==> src/rtl/hbg_pkg.sv <==
package hbg_pkg;

  // strobes from the lock/recovery control to each half-bridge datapath
  typedef struct packed {
    logic forceOff;   // lock active: every gate off
    logic forceLoOn;  // recovery refresh: low-side gates on
    logic hiAllow;    // recovery complete: high-side gates may turn on
  } hbg_strobe_t;

  typedef enum logic [1:0] {
    ST_LOCK    = 2'd0,
    ST_REFRESH = 2'd1,
    ST_RUN     = 2'd2
  } hbg_state_t;

endpackage

==> src/rtl/hbg_sync.sv <==
module hbg_sync #(
  parameter int   WIDTH     = 1,
  parameter logic RESET_VAL = 1'b0
) (
  input  logic             clk,
  input  logic             rst_n,
  input  logic [WIDTH-1:0] asyncIn,
  output logic [WIDTH-1:0] syncOut
);

  logic [WIDTH-1:0] stage1;

  always_ff @(posedge clk or negedge rst_n) begin
    if (!rst_n) begin
      stage1  <= {WIDTH{RESET_VAL}};
      syncOut <= {WIDTH{RESET_VAL}};
    end else begin
      stage1  <= asyncIn;
      syncOut <= stage1;
    end
  end

endmodule

==> src/rtl/hbg_ctrl.sv <==
module hbg_ctrl
  import hbg_pkg::*;
#(
  parameter int REFRESH_CYC = 41,
  parameter int HI_EN_CYC   = 62
) (
  input  logic        clk,
  input  logic        rst_n,
  input  logic        disableIn,
  input  logic        uvFlag,
  output hbg_strobe_t strobe
);

  localparam int REL_W = $clog2(HI_EN_CYC + 1);
  localparam logic [REL_W-1:0] REL_LAST = REL_W'(HI_EN_CYC - 1);
  localparam logic [REL_W-1:0] REF_LIM  = REL_W'(REFRESH_CYC);

  logic [1:0]       lockSync;
  logic             lock;
  hbg_state_t       state;
  logic [REL_W-1:0] relCnt;

  // lock inputs reset to the locked level so reset looks like a release
  hbg_sync #(.WIDTH(2), .RESET_VAL(1'b1)) u_lockSync (
    .clk     (clk),
    .rst_n   (rst_n),
    .asyncIn ({uvFlag, disableIn}),
    .syncOut (lockSync)
  );

  assign lock = |lockSync;

  always_ff @(posedge clk or negedge rst_n) begin
    if (!rst_n) begin
      state  <= ST_LOCK;
      relCnt <= '0;
    end else if (lock) begin
      state  <= ST_LOCK;
      relCnt <= '0;
    end else begin
      unique case (state)
        ST_LOCK: begin
          state  <= ST_REFRESH;
          relCnt <= '0;
        end
        ST_REFRESH: begin
          if (relCnt == REL_LAST) state <= ST_RUN;
          else relCnt <= relCnt + 1'b1;
        end
        default: state <= ST_RUN;
      endcase
    end
  end

  always_comb begin
    strobe.forceOff  = lock || (state == ST_LOCK);
    strobe.forceLoOn = (state == ST_REFRESH) && (relCnt < REF_LIM);
    strobe.hiAllow   = (state == ST_RUN);
  end

endmodule

==> src/rtl/hbg_leg.sv <==
module hbg_leg
  import hbg_pkg::*;
#(
  parameter int HI_DEAD_CYC = 6,
  parameter int LO_DEAD_CYC = 4
) (
  input  logic        clk,
  input  logic        rst_n,
  input  logic        cmdHi,
  input  logic        cmdLo,
  input  hbg_strobe_t strobe,
  output logic        gateHi,
  output logic        gateLo
);

  localparam int HI_W = $clog2(HI_DEAD_CYC + 1) > 0 ? $clog2(HI_DEAD_CYC + 1) : 1;
  localparam int LO_W = $clog2(LO_DEAD_CYC + 1) > 0 ? $clog2(LO_DEAD_CYC + 1) : 1;
  localparam logic [HI_W-1:0] HI_LIM = HI_W'(HI_DEAD_CYC);
  localparam logic [LO_W-1:0] LO_LIM = LO_W'(LO_DEAD_CYC);

  logic [1:0]      cmdSync;
  logic            hiReq;
  logic            loReq;
  logic [HI_W-1:0] hiCnt;
  logic [LO_W-1:0] loCnt;

  hbg_sync #(.WIDTH(2), .RESET_VAL(1'b0)) u_cmdSync (
    .clk     (clk),
    .rst_n   (rst_n),
    .asyncIn ({cmdHi, cmdLo}),
    .syncOut (cmdSync)
  );

  // low-side command wins; high side also waits for recovery to finish
  always_comb begin
    hiReq = !strobe.forceOff && strobe.hiAllow && !strobe.forceLoOn &&
            cmdSync[1] && !cmdSync[0];
    loReq = !strobe.forceOff && (strobe.forceLoOn || cmdSync[0]);
  end

  // delayed turn-on, immediate turn-off; a dropped request clears the count
  always_ff @(posedge clk or negedge rst_n) begin
    if (!rst_n) begin
      hiCnt  <= '0;
      gateHi <= 1'b0;
    end else if (!hiReq) begin
      hiCnt  <= '0;
      gateHi <= 1'b0;
    end else if (hiCnt == HI_LIM) begin
      gateHi <= 1'b1;
    end else begin
      hiCnt <= hiCnt + 1'b1;
    end
  end

  always_ff @(posedge clk or negedge rst_n) begin
    if (!rst_n) begin
      loCnt  <= '0;
      gateLo <= 1'b0;
    end else if (!loReq) begin
      loCnt  <= '0;
      gateLo <= 1'b0;
    end else begin
      if (loCnt != LO_LIM) loCnt <= loCnt + 1'b1;
      gateLo <= gateLo || strobe.forceLoOn || (loCnt == LO_LIM);
    end
  end

endmodule

==> src/rtl/hbg_gate_seq.sv <==
module hbg_gate_seq
  import hbg_pkg::*;
#(
  parameter int HI_DEAD_CYC = 6,
  parameter int LO_DEAD_CYC = 4,
  parameter int REFRESH_CYC = 41,
  parameter int HI_EN_CYC   = 62
) (
  input  logic clk,
  input  logic rst_n,
  input  logic cmdHiA,
  input  logic cmdLoA,
  input  logic cmdHiB,
  input  logic cmdLoB,
  input  logic disableIn,
  input  logic uvFlag,
  output logic gateHiA,
  output logic gateLoA,
  output logic gateHiB,
  output logic gateLoB
);

  localparam int NUM_HALVES = 2;

  hbg_strobe_t ctrlStrobe;
  logic [NUM_HALVES-1:0] cmdHiVec;
  logic [NUM_HALVES-1:0] cmdLoVec;
  logic [NUM_HALVES-1:0] gateHiVec;
  logic [NUM_HALVES-1:0] gateLoVec;

  assign cmdHiVec = {cmdHiB, cmdHiA};
  assign cmdLoVec = {cmdLoB, cmdLoA};

  hbg_ctrl #(
    .REFRESH_CYC (REFRESH_CYC),
    .HI_EN_CYC   (HI_EN_CYC)
  ) u_ctrl (
    .clk       (clk),
    .rst_n     (rst_n),
    .disableIn (disableIn),
    .uvFlag    (uvFlag),
    .strobe    (ctrlStrobe)
  );

  for (genvar h = 0; h < NUM_HALVES; h++) begin : g_half
    hbg_leg #(
      .HI_DEAD_CYC (HI_DEAD_CYC),
      .LO_DEAD_CYC (LO_DEAD_CYC)
    ) u_leg (
      .clk    (clk),
      .rst_n  (rst_n),
      .cmdHi  (cmdHiVec[h]),
      .cmdLo  (cmdLoVec[h]),
      .strobe (ctrlStrobe),
      .gateHi (gateHiVec[h]),
      .gateLo (gateLoVec[h])
    );
  end

  assign gateHiA = gateHiVec[0];
  assign gateLoA = gateLoVec[0];
  assign gateHiB = gateHiVec[1];
  assign gateLoB = gateLoVec[1];

endmodule

==> config.mk <==
export PLATFORM = sky130hd
export DESIGN_NAME = hbg_gate_seq
export DESIGN_NICKNAME = d
export VERILOG_FILES = /design/src/rtl/hbg_pkg.sv /design/src/rtl/hbg_sync.sv /design/src/rtl/hbg_ctrl.sv /design/src/rtl/hbg_leg.sv /design/src/rtl/hbg_gate_seq.sv
export SDC_FILE = /design/constraint.sdc
export NUM_CORES = 1
export LEC_CHECK = 0
export BUFFER_PORTS_ARGS = -buffer_cell sky130_fd_sc_hd__buf_2
export CORE_UTILIZATION = 35
export CTS_CLUSTER_DIAMETER = 100
export DETAILED_ROUTE_END_ITERATION = 12
export SYNTH_ARGS = -nofsm -noshare
export SYNTH_HDL_FRONTEND = slang
export SYNTH_SLANG_ARGS = --single-unit
==> constraint.sdc <==
create_clock -name clk -period 2.3 [get_ports clk]
set_input_delay 0.46 -clock clk [delete_from_list [all_inputs] [get_ports clk]]
set_output_delay 0.46 -clock clk [all_outputs]
set_load 0.02 [all_outputs]
==> reports/results.tsv <==
stage	metric	value	unit
routing	dr.pass1.iters	4	
grt	grt_usage	12.5	%
grt	antenna_found_initial	0	
run_status	outcome	finished clean	
routing	wire_per_inst	12.9	µm
cts	cts_setup_buffers	0	
timing	rsz0062_at_grt	no	
power_and_ir_drop	pwr_density_cell	612	mW/mm²
routing	drtIter0Drc	63	
yosys	synth_top_cell_area_share	47.3	%
worst_setup_path	cp.arrival	1.61	ns
yosys	syn-num-nets	163	
cells_and_area	finalNonFillerCells	212	
floorplanning	ioPinCount	12	
cts	cts_resized	0	
timing	slew_headroom	47.7	%
cts	htree_levels	2	
yosys	netlist_area	0.00169	mm²
power_and_ir_drop	sequentialPowerShare	57.3	%
grt	grt_max_degree	37	
cts	cts_inserted_buffers	5	
floorplanning	rows	24	
floorplanning	dieArea	0.00512	mm²
timing	clock_skew	0.00722	ns
routing	vias_per_cell	5.10	
yosys	synth_edf_count	0	
cts	cts_tree	yes	
cts	ctsRootBufferMaster	clkbuf_8	
timing	finalCriticalPeriod	1.47	ns
place	io_buffers	11	
power_and_ir_drop	ir_drop	0.311	mV
yosys	avgSynthCellArea	11.8	µm²
power_and_ir_drop	clkPwrFrac	39.5	%
routing	drc_errors	0	
routing	drt_wl_total	2730	µm
timing	slew_viol_final	0	
timing	post-route-period-util	64.1	%
floorplanning	die_y	71.5	µm
place	place_inst	204	
floorplanning	core	0.00450	mm²
power_and_ir_drop	p_leak	0.000802	µW
power_and_ir_drop	switching_share	21.4	%
cts	clk_latency	0.28	ns
power_and_ir_drop	combPwrFrac	3.2	%
routing	vias	1081	
worst_setup_path	crit_path_end_kind	flip-flop	
timing	hold_violations	0	
cts	clock_sinks	36	
cells_and_area	drive_gt1_share	22.5	%
yosys	yosys_warnings	0	
cells_and_area	postLayoutCoreUtil	41.7	%
yosys	async_flop_share	100	%
timing	fin_tns_setup	0	ns
worst_setup_path	crit_path_max_fanout	8	
min_path	hold_path_class	input pin to async pin	
cells_and_area	fill_cells	433	
place	gp_congestion	0.814	
place	hpwl	1970	µm
timing	max_freq	678	MHz
yosys	ys_types	35	
worst_setup_path	required	2.44	ns
power_and_ir_drop	p_int	904	µW
yosys	synthTopCellsByArea	dfrtp_1 47%, ha_1 8.1%, dfstp_2 6.2%	
grt	grt_overflow	0	
run	max-cap-violations	0	
cells_and_area	area_delta_synth_final	11.0	%
cells_and_area	diodes	0	
floorplanning	start_util	37.6	%
yosys	yosysMostFrequentCell	dfrtp_1	
cts	clk_pin_slew	0.07	ns
cts	clock_path_buffers	2	
routing	ant_nets	0	
power_and_ir_drop	switchingPower	246	µW
timing	worstMarginPinSlew	0.785	ns
yosys	ys_ff_latch	36	
yosys	seq_area_frac_synth	53.5	%
yosys	synth_cells	144	
yosys	synth_common_cells	32 x dfrtp_1, 12 x nand2_1, 12 x nor2_1, 11 x ha_1, 11 x inv_1	
cts	ctsHoldBuffers	0	
yosys	synth_flop_cell	dfrtp_1	
yosys	yosys.area.top_type	dfrtp_1	
grt	grt_pass1_vias	1066	
worst_setup_path	critical_path_class	flip-flop to flip-flop	
cells_and_area	finalNetCount	178	
floorplanning	fp.dieW	71.5	µm
worst_setup_path	crit_path_start_kind	flip-flop	
timing	setup_viol	0	
grt	grt_pass1_wl	4780	µm
==> logic make-up after synthesis <==
family | share of synthesized area, %
buf+inv | 4.06
fa+ha+maj | 8.13
compound gates | 11.4
mux | 2.37
simple gates | 18.5
flops | 53.5
xor+xnor | 2.07
==> placed cells by master, fill, tap and decap left out, drive strengths merged, types with 6 or more instances in the layout <==
cell type  synthesis  layout
clkbuf             0       7
nor2              13      13
dfrtp             32      32
inv               11      11
buf                3      11
ha                11      11
a211oi             8       8
o21ai              6       6
nand3              7       7
nand2             12      12
==> area by class of cell <==
| cell class | instances | area [µm²] | area share (%) |
|---|---|---|---|
| clock inverter | 1 | 7.51 | 0.399 |
| inverter | 11 | 41.3 | 2.20 |
| sequential | 36 | 906 | 48.2 |
| multi-input combinational | 94 | 718 | 38.2 |
| timing repair buffer | 11 | 55.1 | 2.93 |
| tap | 52 | 65.1 | 3.46 |
| clock buffer | 7 | 86.3 | 4.59 |
==> per-layer routing <==
| layer | vias to the layer above | share of wire (%) | track usage (%) |
|---|---|---|---|
| met5 | - | 0 | 0 |
| met4 | 0 | 1.4 | 6.97 |
| met3 | 2 | 2.1 | 3.09 |
| met2 | 12 | 50 | 20.0 |
| met1 | 540 | 46 | 15.4 |
| li1 | 527 | - | - |
==> stage by stage <==
| step | hold WS [ns] | instance area (µm²) | setup slack [ns] | power [µW] |
|---|---|---|---|---|
| 3_5_place_dp | 0.337 | 1790 | 0.833 | 710 |
| 2_1_floorplan | 0.164 | 1690 | 1.01 | 687 |
| 5_1_grt | 0.262 | 1880 | 0.705 | 1210 |
| 6_report | 0.265 | 1880 | 0.826 | 1150 |
| 4_1_cts | 0.266 | 1880 | 0.804 | 1180 |
| 3_3_place_gp | 0.333 | 1790 | 0.924 | 707 |
==> worst paths after layout <==
path	slack, ns	start	cells after the start	end
worst max-delay path	0.83	u_ctrl.relCnt[0]$_DFFE_PN0P_	5	g_half[0].u_leg.loCnt[2]$_DFFE_PN0P_
worst max register to register	0.83	u_ctrl.relCnt[0]$_DFFE_PN0P_	5	g_half[0].u_leg.loCnt[2]$_DFFE_PN0P_
worst min register to register	0.35	g_half[1].u_leg.u_cmdSync.stage1[0]$_DFF_PN0_	0	g_half[1].u_leg.u_cmdSync.syncOut[0]$_DFF_PN0_
max in group asynchronous	1.54	rst_n	1	g_half[0].u_leg.loCnt[1]$_DFFE_PN0P_
min in group clk	0.28	disableIn	1	u_ctrl.u_lockSync.stage1[0]$_DFF_PN1_
worst min-delay path	0.27	rst_n	1	g_half[1].u_leg.hiCnt[2]$_DFFE_PN0P_
==> flip-flops by register name, summed over array words and instances, names as in the netlist <==
signal                          count
u_ctrl.state                        2
g_half.u_leg.loCnt                  6
u_ctrl.relCnt                       6
u_ctrl.u_lockSync.syncOut           2
u_ctrl.u_lockSync.stage1            2
g_half.u_leg.gateHi                 2
g_half.u_leg.gateLo                 2
g_half.u_leg.u_cmdSync.stage1       4
g_half.u_leg.hiCnt                  6
g_half.u_leg.u_cmdSync.syncOut      4
==> critical path, cell delays in order, from the launching register on <==
cell and delay [ns]:
dfrtp_1 0.44, inv_1 0.09, ha_1 0.20, nor2b_2 0.16, o2111ai_4 0.31, a211oi_1 0.13
==> power groups by stage <==
| stage | Clock [µW] | Combinational, µW | Sequential, µW |
|---|---|---|---|
| after floorplan | 0 | 19.7 | 667 |
| after global placement | 0 | 37.0 | 670 |
| after detailed placement | 0 | 38.9 | 671 |
| after CTS | 477 | 39.1 | 659 |
| after global routing | 503 | 43.9 | 660 |
| final | 454 | 37.3 | 659 |
Power figures use the tool's default switching activity.
